--- src/rtl/irq_snap_pkg.sv ---
package irq_snap_pkg;

  // Strobes passed from the control module to the datapath
  typedef struct packed {
    logic loadCir;   // take a snapshot at this edge
    logic driveVec;  // present a vector in the next cycle
  } snapStrobeT;

endpackage

--- src/rtl/irq_snap_ctrl.sv ---
module irq_snap_ctrl
  import irq_snap_pkg::*;
#(
  parameter int ADDR_W   = 8,
  parameter int CMD_ADDR = 8'h2A
) (
  input  logic              ackStrobe,
  input  logic              cmdWrite,
  input  logic [ADDR_W-1:0] cmdAddr,
  output snapStrobeT        strobes
);

  localparam logic [ADDR_W-1:0] SnapAddr = ADDR_W'(CMD_ADDR);

  logic cmdHit;

  always_comb begin
    cmdHit           = cmdWrite && (cmdAddr == SnapAddr);
    strobes.loadCir  = ackStrobe || cmdHit;
    strobes.driveVec = ackStrobe;
  end

endmodule

--- src/rtl/irq_snap_datapath.sv ---
module irq_snap_datapath
  import irq_snap_pkg::*;
#(
  parameter int NUM_SRC = 8,
  parameter int VEC_W   = 8,
  localparam int SRC_W  = $clog2(NUM_SRC),
  localparam int STAT_W = 2 * SRC_W + 2
) (
  input  logic               clk,
  input  logic               rstN,
  input  logic [NUM_SRC-1:0] srcPending,
  input  logic [NUM_SRC-1:0] srcEnable,
  input  logic [VEC_W-1:0]   vecBase,
  input  logic               vecModify,
  input  snapStrobeT         strobes,
  output logic               irqN,
  output logic               curValid,
  output logic [SRC_W-1:0]   curSource,
  output logic [SRC_W-1:0]   curPriority,
  output logic               vecDrive,
  output logic [VEC_W-1:0]   vecOut,
  output logic [STAT_W-1:0]  statusWord
);

  localparam logic [SRC_W-1:0] TopRank = SRC_W'(NUM_SRC - 1);

  logic [NUM_SRC-1:0] liveReq;
  logic [NUM_SRC-1:0] winOneHot;
  logic [NUM_SRC-1:0] lowerSeen;
  logic               anyLive;
  logic [SRC_W-1:0]   winIdx;
  logic [VEC_W-1:0]   nextVec;

  // Fixed priority: a source wins when no lower index is live
  assign liveReq      = srcPending & srcEnable;
  assign lowerSeen[0] = 1'b0;

  genvar g;
  generate
    for (g = 0; g < NUM_SRC; g++) begin : gSrc
      assign winOneHot[g] = liveReq[g] && !lowerSeen[g];
      if (g < NUM_SRC - 1) begin : gChain
        assign lowerSeen[g+1] = lowerSeen[g] || liveReq[g];
      end
    end
  endgenerate

  always_comb begin
    anyLive = |liveReq;
    winIdx  = '0;
    for (int i = 0; i < NUM_SRC; i++) begin
      if (winOneHot[i]) winIdx = SRC_W'(i);
    end
    if (vecModify && anyLive) nextVec = {vecBase[VEC_W-1:SRC_W], winIdx};
    else                      nextVec = vecBase;
  end

  always_ff @(posedge clk or negedge rstN) begin
    if (!rstN) begin
      irqN        <= 1'b1;
      curValid    <= 1'b0;
      curSource   <= '0;
      curPriority <= '0;
      vecDrive    <= 1'b0;
      vecOut      <= '0;
    end else begin
      irqN     <= !anyLive;
      vecDrive <= strobes.driveVec;
      vecOut   <= strobes.driveVec ? nextVec : '0;
      if (strobes.loadCir) begin
        curValid    <= anyLive;
        curSource   <= anyLive ? winIdx : '0;
        curPriority <= anyLive ? (TopRank - winIdx) : '0;
      end
    end
  end

  assign statusWord = {curValid, curPriority, 1'b0, curSource};

  // a live source drives the request low in the next cycle
  a_r1_irq_follows: assert property (@(posedge clk) disable iff (!rstN)
    anyLive |=> !irqN);

  // without a load strobe the snapshot does not move
  a_r4_snapshot_hold: assert property (@(posedge clk) disable iff (!rstN)
    !strobes.loadCir |=> ($stable(curSource) && $stable(curValid)
                          && $stable(curPriority)));

  // an invalid snapshot carries the none code
  a_r6_none_code: assert property (@(posedge clk) disable iff (!rstN)
    !curValid |-> (curSource == '0 && curPriority == '0));

  // the vector appears only right after a drive strobe
  a_r7_vec_window: assert property (@(posedge clk) disable iff (!rstN)
    vecDrive |-> $past(strobes.driveVec));

  // the bus is released outside the vector window
  a_r7_bus_idle: assert property (@(posedge clk) disable iff (!rstN)
    !vecDrive |-> vecOut == '0);

  // a load while a source is live produces a valid snapshot
  a_r2_load_valid: assert property (@(posedge clk) disable iff (!rstN)
    (strobes.loadCir && anyLive) |=> curValid);

endmodule

--- src/rtl/irq_snapshot_unit.sv ---
module irq_snapshot_unit
  import irq_snap_pkg::*;
#(
  parameter int NUM_SRC  = 8,
  parameter int VEC_W    = 8,
  parameter int ADDR_W   = 8,
  parameter int CMD_ADDR = 8'h2A,
  localparam int SRC_W   = $clog2(NUM_SRC),
  localparam int STAT_W  = 2 * SRC_W + 2
) (
  input  logic               clk,
  input  logic               rstN,
  input  logic [NUM_SRC-1:0] srcPending,
  input  logic [NUM_SRC-1:0] srcEnable,
  input  logic               ackStrobe,
  input  logic               cmdWrite,
  input  logic [ADDR_W-1:0]  cmdAddr,
  input  logic [VEC_W-1:0]   vecBase,
  input  logic               vecModify,
  output logic               irqN,
  output logic               curValid,
  output logic [SRC_W-1:0]   curSource,
  output logic [SRC_W-1:0]   curPriority,
  output logic               vecDrive,
  output logic [VEC_W-1:0]   vecOut,
  output logic [STAT_W-1:0]  statusWord
);

  snapStrobeT strobes;

  irq_snap_ctrl #(
    .ADDR_W   (ADDR_W),
    .CMD_ADDR (CMD_ADDR)
  ) u_ctrl (
    .ackStrobe (ackStrobe),
    .cmdWrite  (cmdWrite),
    .cmdAddr   (cmdAddr),
    .strobes   (strobes)
  );

  irq_snap_datapath #(
    .NUM_SRC (NUM_SRC),
    .VEC_W   (VEC_W)
  ) u_datapath (
    .clk         (clk),
    .rstN        (rstN),
    .srcPending  (srcPending),
    .srcEnable   (srcEnable),
    .vecBase     (vecBase),
    .vecModify   (vecModify),
    .strobes     (strobes),
    .irqN        (irqN),
    .curValid    (curValid),
    .curSource   (curSource),
    .curPriority (curPriority),
    .vecDrive    (vecDrive),
    .vecOut      (vecOut),
    .statusWord  (statusWord)
  );

endmodule

--- config.mk ---
export PLATFORM = sky130hd
export DESIGN_NAME = irq_snapshot_unit
export DESIGN_NICKNAME = d
export VERILOG_FILES = /design/src/rtl/irq_snap_pkg.sv /design/src/rtl/irq_snap_ctrl.sv /design/src/rtl/irq_snap_datapath.sv /design/src/rtl/irq_snapshot_unit.sv
export SDC_FILE = /design/constraint.sdc
export NUM_CORES = 1
export LEC_CHECK = 0
export BUFFER_PORTS_ARGS = -buffer_cell sky130_fd_sc_hd__buf_2
export CORE_MARGIN = 10
export CORE_UTILIZATION = 35
export DETAILED_ROUTE_END_ITERATION = 12
export PLACE_DENSITY = 0.7
export SYNTH_ARGS = -nofsm -noshare
export SYNTH_HDL_FRONTEND = slang
export SYNTH_HIERARCHICAL = 1
export SYNTH_SLANG_ARGS = --single-unit
--- constraint.sdc ---
create_clock -name clk -period 1.1 [get_ports clk]
set_input_delay 0.055 -clock clk [delete_from_list [all_inputs] [get_ports clk]]
set_output_delay 0.055 -clock clk [all_outputs]
set_load 0.01 [all_outputs]
### After elaboration in Yosys (flattened, before gate mapping)

Cells that the tools add are included.

| operators by class | value |
|---|---|
| magnitude comparators | 0 |
| divide/modulo/power cells | 0 |
| add/subtract/negate cells | 1 |
| equality and inequality tests | 1 |
| reduce and logical (&&, ||, !) cells | 25 |
| shift operators | 0 |
| multiply operators | 0 |
| multiplexer cells | 11 |
| bitwise logic cells | 1 |

Operators by type and width:

| kind | number |
|---|---|
| $mux 3 | 9 |
| $logic_and 1x1->1 | 9 |
| $and 8x8->8 | 1 |
| $eq 8x6->1 const B | 1 |
| $logic_not 1->1 | 8 |
| $mux 8 | 1 |
| $reduce_or 8->1 | 1 |
| $logic_or 1x1->1 | 7 |
| $sub 3x3->3 const A | 1 |
| $mux 1 | 1 |

| word-level totals | value |
|---|---|
| register bits | 17 |
| bits in latches | 0 |
| input bits | 37 |
| memory bits (writable) | 0 |
| memory bits (read-only) | 0 |
| memories | 0 |

### Logic depth before layout (Yosys ltp)

| depth | value |
|---|---|
| depth after elaboration | 12 |
| mapped depth | 6 |

### Hierarchy

Netlist, hierarchy kept.

By module, submodules not included:

| module | area an instance (µm²) | instances | cells an instance |
|---|---|---|---|
| irq_snap_datapath | 805.8 | 1 | 76 |
| irq_snap_ctrl | 38.8 | 1 | 5 |

### Worst setup path before layout

OpenSTA, ideal clock, no wires.

| timing | value |
|---|---|
| kind | input to register |
| start | in cmdAddr[6] |
| end | reg u_datapath.curPriority[1] |
| library setup time | 0.125 ns |
| stages on the path | 4 |
| arrival time | 0.946 ns |
| path slack | 0.029 ns |
| buffers on the path | 1 |
| cells stage by stage | nor4bb_1 a41o_1 buf_6 mux2_2 |

RTL lines:

| element | RTL line | RTL |
|---|---|---|
| from (decl) | irq_snapshot_unit.sv:17 | `input logic [ADDR_W-1:0] cmdAddr,` |
| to (signal assigned) | irq_snap_datapath.sv:73 | `curPriority <= anyLive ? (TopRank - winIdx) : '0;` |
| to (decl) | irq_snap_datapath.sv:19 | `output logic [SRC_W-1:0] curPriority,` |

### Final worst setup path

| timing | value |
|---|---|
| start | reg u_datapath.irqN |
| end | out irqN |

RTL lines:

| element | RTL line | RTL |
|---|---|---|
| from (decl) | irq_snap_datapath.sv:16 | `output logic irqN,` |
| from (signal assigned) | irq_snap_datapath.sv:67 | `irqN <= !anyLive;` |
| to (decl) | irq_snapshot_unit.sv:20 | `output logic irqN,` |

No word-level cell between the ends.

==> results summary <==
The clock net in this run drives a total of 17 sinks. The number of max-capacitance violations reported is 0. The final-report max-slew violation count came out at 0. The Yosys step of the flow raised 6 warnings. The nature of the critical path startpoint is a register. Counting both buffers and inverters, the worst setup path holds a total of 1. With fillers left out, the area of the finished cells amounts to 1244 um2. The share of the yosys chip area belonging to registers is 0.5052. Counting tap cells, the placed design contains a total of 165 instances. The setup-violating endpoint count in the final report came out at 0. Counting flops with an async set or reset pin after synthesis yields a share of 1.000.

By count the netlist is led by 16 x dfrtp_1, 12 x nand2_1, 9 x buf_4. Across every metal layer, demand over resource in global routing totals 0.1020. The total inserted antenna cells came out at 0.

The clock-pin slew reported for the worst setup and hold paths after clock tree synthesis is 100 ps. The run finished with clean final reports. For this block, the initial DRC count from the detailed router was 24. The vertical die dimension came out at 69.12 um.

In the synthesized netlist, the number of instances is 81. The most used flip-flop cell after synthesis is dfrtp_1. The synthesized design spends more area on one cell type than any other, namely dfrtp_1. CTS built an H-tree with a depth of 1. At the end of routability-driven placement, the weighted congestion stood at 0.8021. Traced cell by cell, the critical path runs through buf_2. The type of the worst setup path is register to output port. The net count after synthesis is 118. The proportion of netlist area held by the largest area contributor came out at 0.4741. The number of nets in the layout is 186.

The die footprint came out at 4778 um2. The post-place setup slack came out at -129.0 ps. The routed design could run at a clock period as short as 981.5 ps.

The number of distinct library cell variants in the gate-level netlist after synthesis came out at 28. In this run the static leakage power is 0.6955 nW. In this run, post-CTS repair resized a total of 0 instances.

The path class of the tightest hold or removal check is input pin to register. Setup repair after global routing left no endpoint under its margin. The number of cells in the finished layout apart from fillers is 176. The tree is rooted in a clkbuf_4.

The number of vias per cell after detailed routing is 4.625. The number of optimization iterations in the first detailed-route pass came out at 4. The number of enable flip-flop cells after synthesis came out at 0.

The number of design rule violations left after detail routing is 0. The period utilization came out at 0.8923. Static timing analysis puts the maximum clock frequency at 1019 MHz. The peak supply drop came out at 0.5622 mV. In the post-synthesis netlist, the biggest area contributors are dfrtp_1 47%, buf_4 8.0%, nand2_1 5.3%.

By instance count, the leading cell after synthesis is dfrtp_1. The clock tree from TritonCTS is built. The stage delay of the slowest cell on the critical path is 520 ps. The final number of hold-violating endpoints came to 0. The average detailed-routed wire length per instance is 14.38 um. The setup slack after layout is 118.5 ps. The site row count came out at 17. The vias after detailed routing is 814. The number of I/O pins came out at 62.

STA classifies the critical path endpoint as an output port. In this run the cell area of the synthesized design comes to 844.6 um2. The via count of the first global-routing pass is 919. The flop and latch count out of synthesis came out at 17. The wire-length estimate of the detail-placed layout is 2.182 mm. The placed instances occupy a cell area of 1146 um2.

Once layout is complete, the utilization of the core stands at 0.5516. STA puts the critical path data required time at 1040 ps. The maximum net fanout on the critical path is 1. The proportion of layout cells with a drive suffix above 1 came out at 0.5203. The total of buffers placed on input and output ports is 60.

The placeable core region came out at 2255 um2. The overflow left after global routing came out at 0. The number of buffers inserted during clock tree synthesis came out at 3. The post-CTS setup repair buffer count came out at 0. The data arrival time of the critical path is 930 ps. The global-route wire length before repair is 4.160 mm.

The floorplan die width is 69.12 um. Entering global routing, the biggest net connects 18 pins. Dividing total power by cell area gives a power density of 1151 nW/um2.

After clock tree synthesis, the flow added hold-fix buffers numbering 7. Compared with the post-synthesis result, the final layout area differs by 47.26%. The detail route stage leaves a number of antenna-violating nets equal to 0. The total wirelength of the detailed-routed design is 2.530 mm. The initial utilization of the core area, before any placement, comes to 0.3746. The slowest cell on the critical path is dfstp_2. The family with the most delay on the worst path is flip-flops. The initial antenna violation count is 0.

For the final database, setup skew stands at 0 ps. Averaged over all synthesized cells, the footprint is 10.43 um2. The worst-case clock buffer depth is 2. For the worst-skew pair, the clock arrives at the later sink with an insertion delay of 280 ps.
[sequential cells by signal, indices dropped and copies added, names as in the netlist]
name and flops:
u_datapath/curPriority 3, u_datapath/curSource 3, u_datapath/curValid 1, u_datapath/irqN 1, u_datapath/vecDrive 1, u_datapath/vecOut 8
[cell type report]
type                            instances  area, um2
Fill cell                             206       1011
Inverter                                6      22.52
Multi-Input combinational cell         48      316.6
Timing Repair Buffer                   73      415.4
Tap cell                               28      35.03
Clock buffer                            3      22.52
Clock inverter                          1      5.005
Sequential cell                        17      426.7
[cells by family after synthesis]
group	count (synthesis)	synth area share
compound gates	21	0.1955
buf+inv	16	0.1200
flops	17	0.5052
mux	2	0.03110
other cells	1	0.004440
simple gates	24	0.1437
[report_power, final]
part | switching, mW | internal, mW
clock network | 0.187 | 0.135
registers | 0.0301 | 0.678
logic | 0.198 | 0.203
total | 0.415 | 1.02
[worst paths after layout]
kind                                              to  depth (start not counted)                 startpoint  slack (ps)
min reg2reg                  u_datapath/curSource[1]                          1    u_datapath/curSource[1]         530
max in group asynchronous            u_datapath/irqN                          2                       rstN         580
min                              u_datapath/vecDrive                          2                  ackStrobe          30
max                                             irqN                          1            u_datapath/irqN         120
min in group asynchronous       u_datapath/vecOut[0]                          2                       rstN         220
max reg2reg                u_datapath/curPriority[1]                          1  u_datapath/curPriority[1]         300
[cells in the final DEF (no fill, tap or decap), types with 2 or more instances in the layout]
cell	Yosys	layout
nor2_1	2	2
dlygate4sd3_1	0	7
o21ai_1	2	2
a21oi_1	5	5
and2_1	5	5
clkbuf_4	0	3
inv_1	6	6
buf_4	9	6
a32o_1	2	2
nand2_1	12	12
buf_2	0	60
dfrtp_1	16	16
a211oi_1	2	2
a22oi_1	3	3
[metrics by stage]
| step | hold WS (ps) | total power [mW] | TNS, ps |
|---|---|---|---|
| global route | 25.90 | 1.527 | 0 |
| CTS | 22.91 | 1.449 | 0 |
| global placement | -16.21 | 1.098 | -410.5 |
| finish | 25.21 | 1.432 | 0 |
| floorplan | -240.6 | 0.9345 | 0 |
| detailed placement | -9.213 | 1.107 | -515.0 |
[routing by layer]
layer,GRT usage,routed length (um)
met5,0,0
met4,0.01996,6
met3,0.04850,231
met2,0.1875,1342
met1,0.1012,950
No activity file was read; power rests on OpenSTA's default activity.
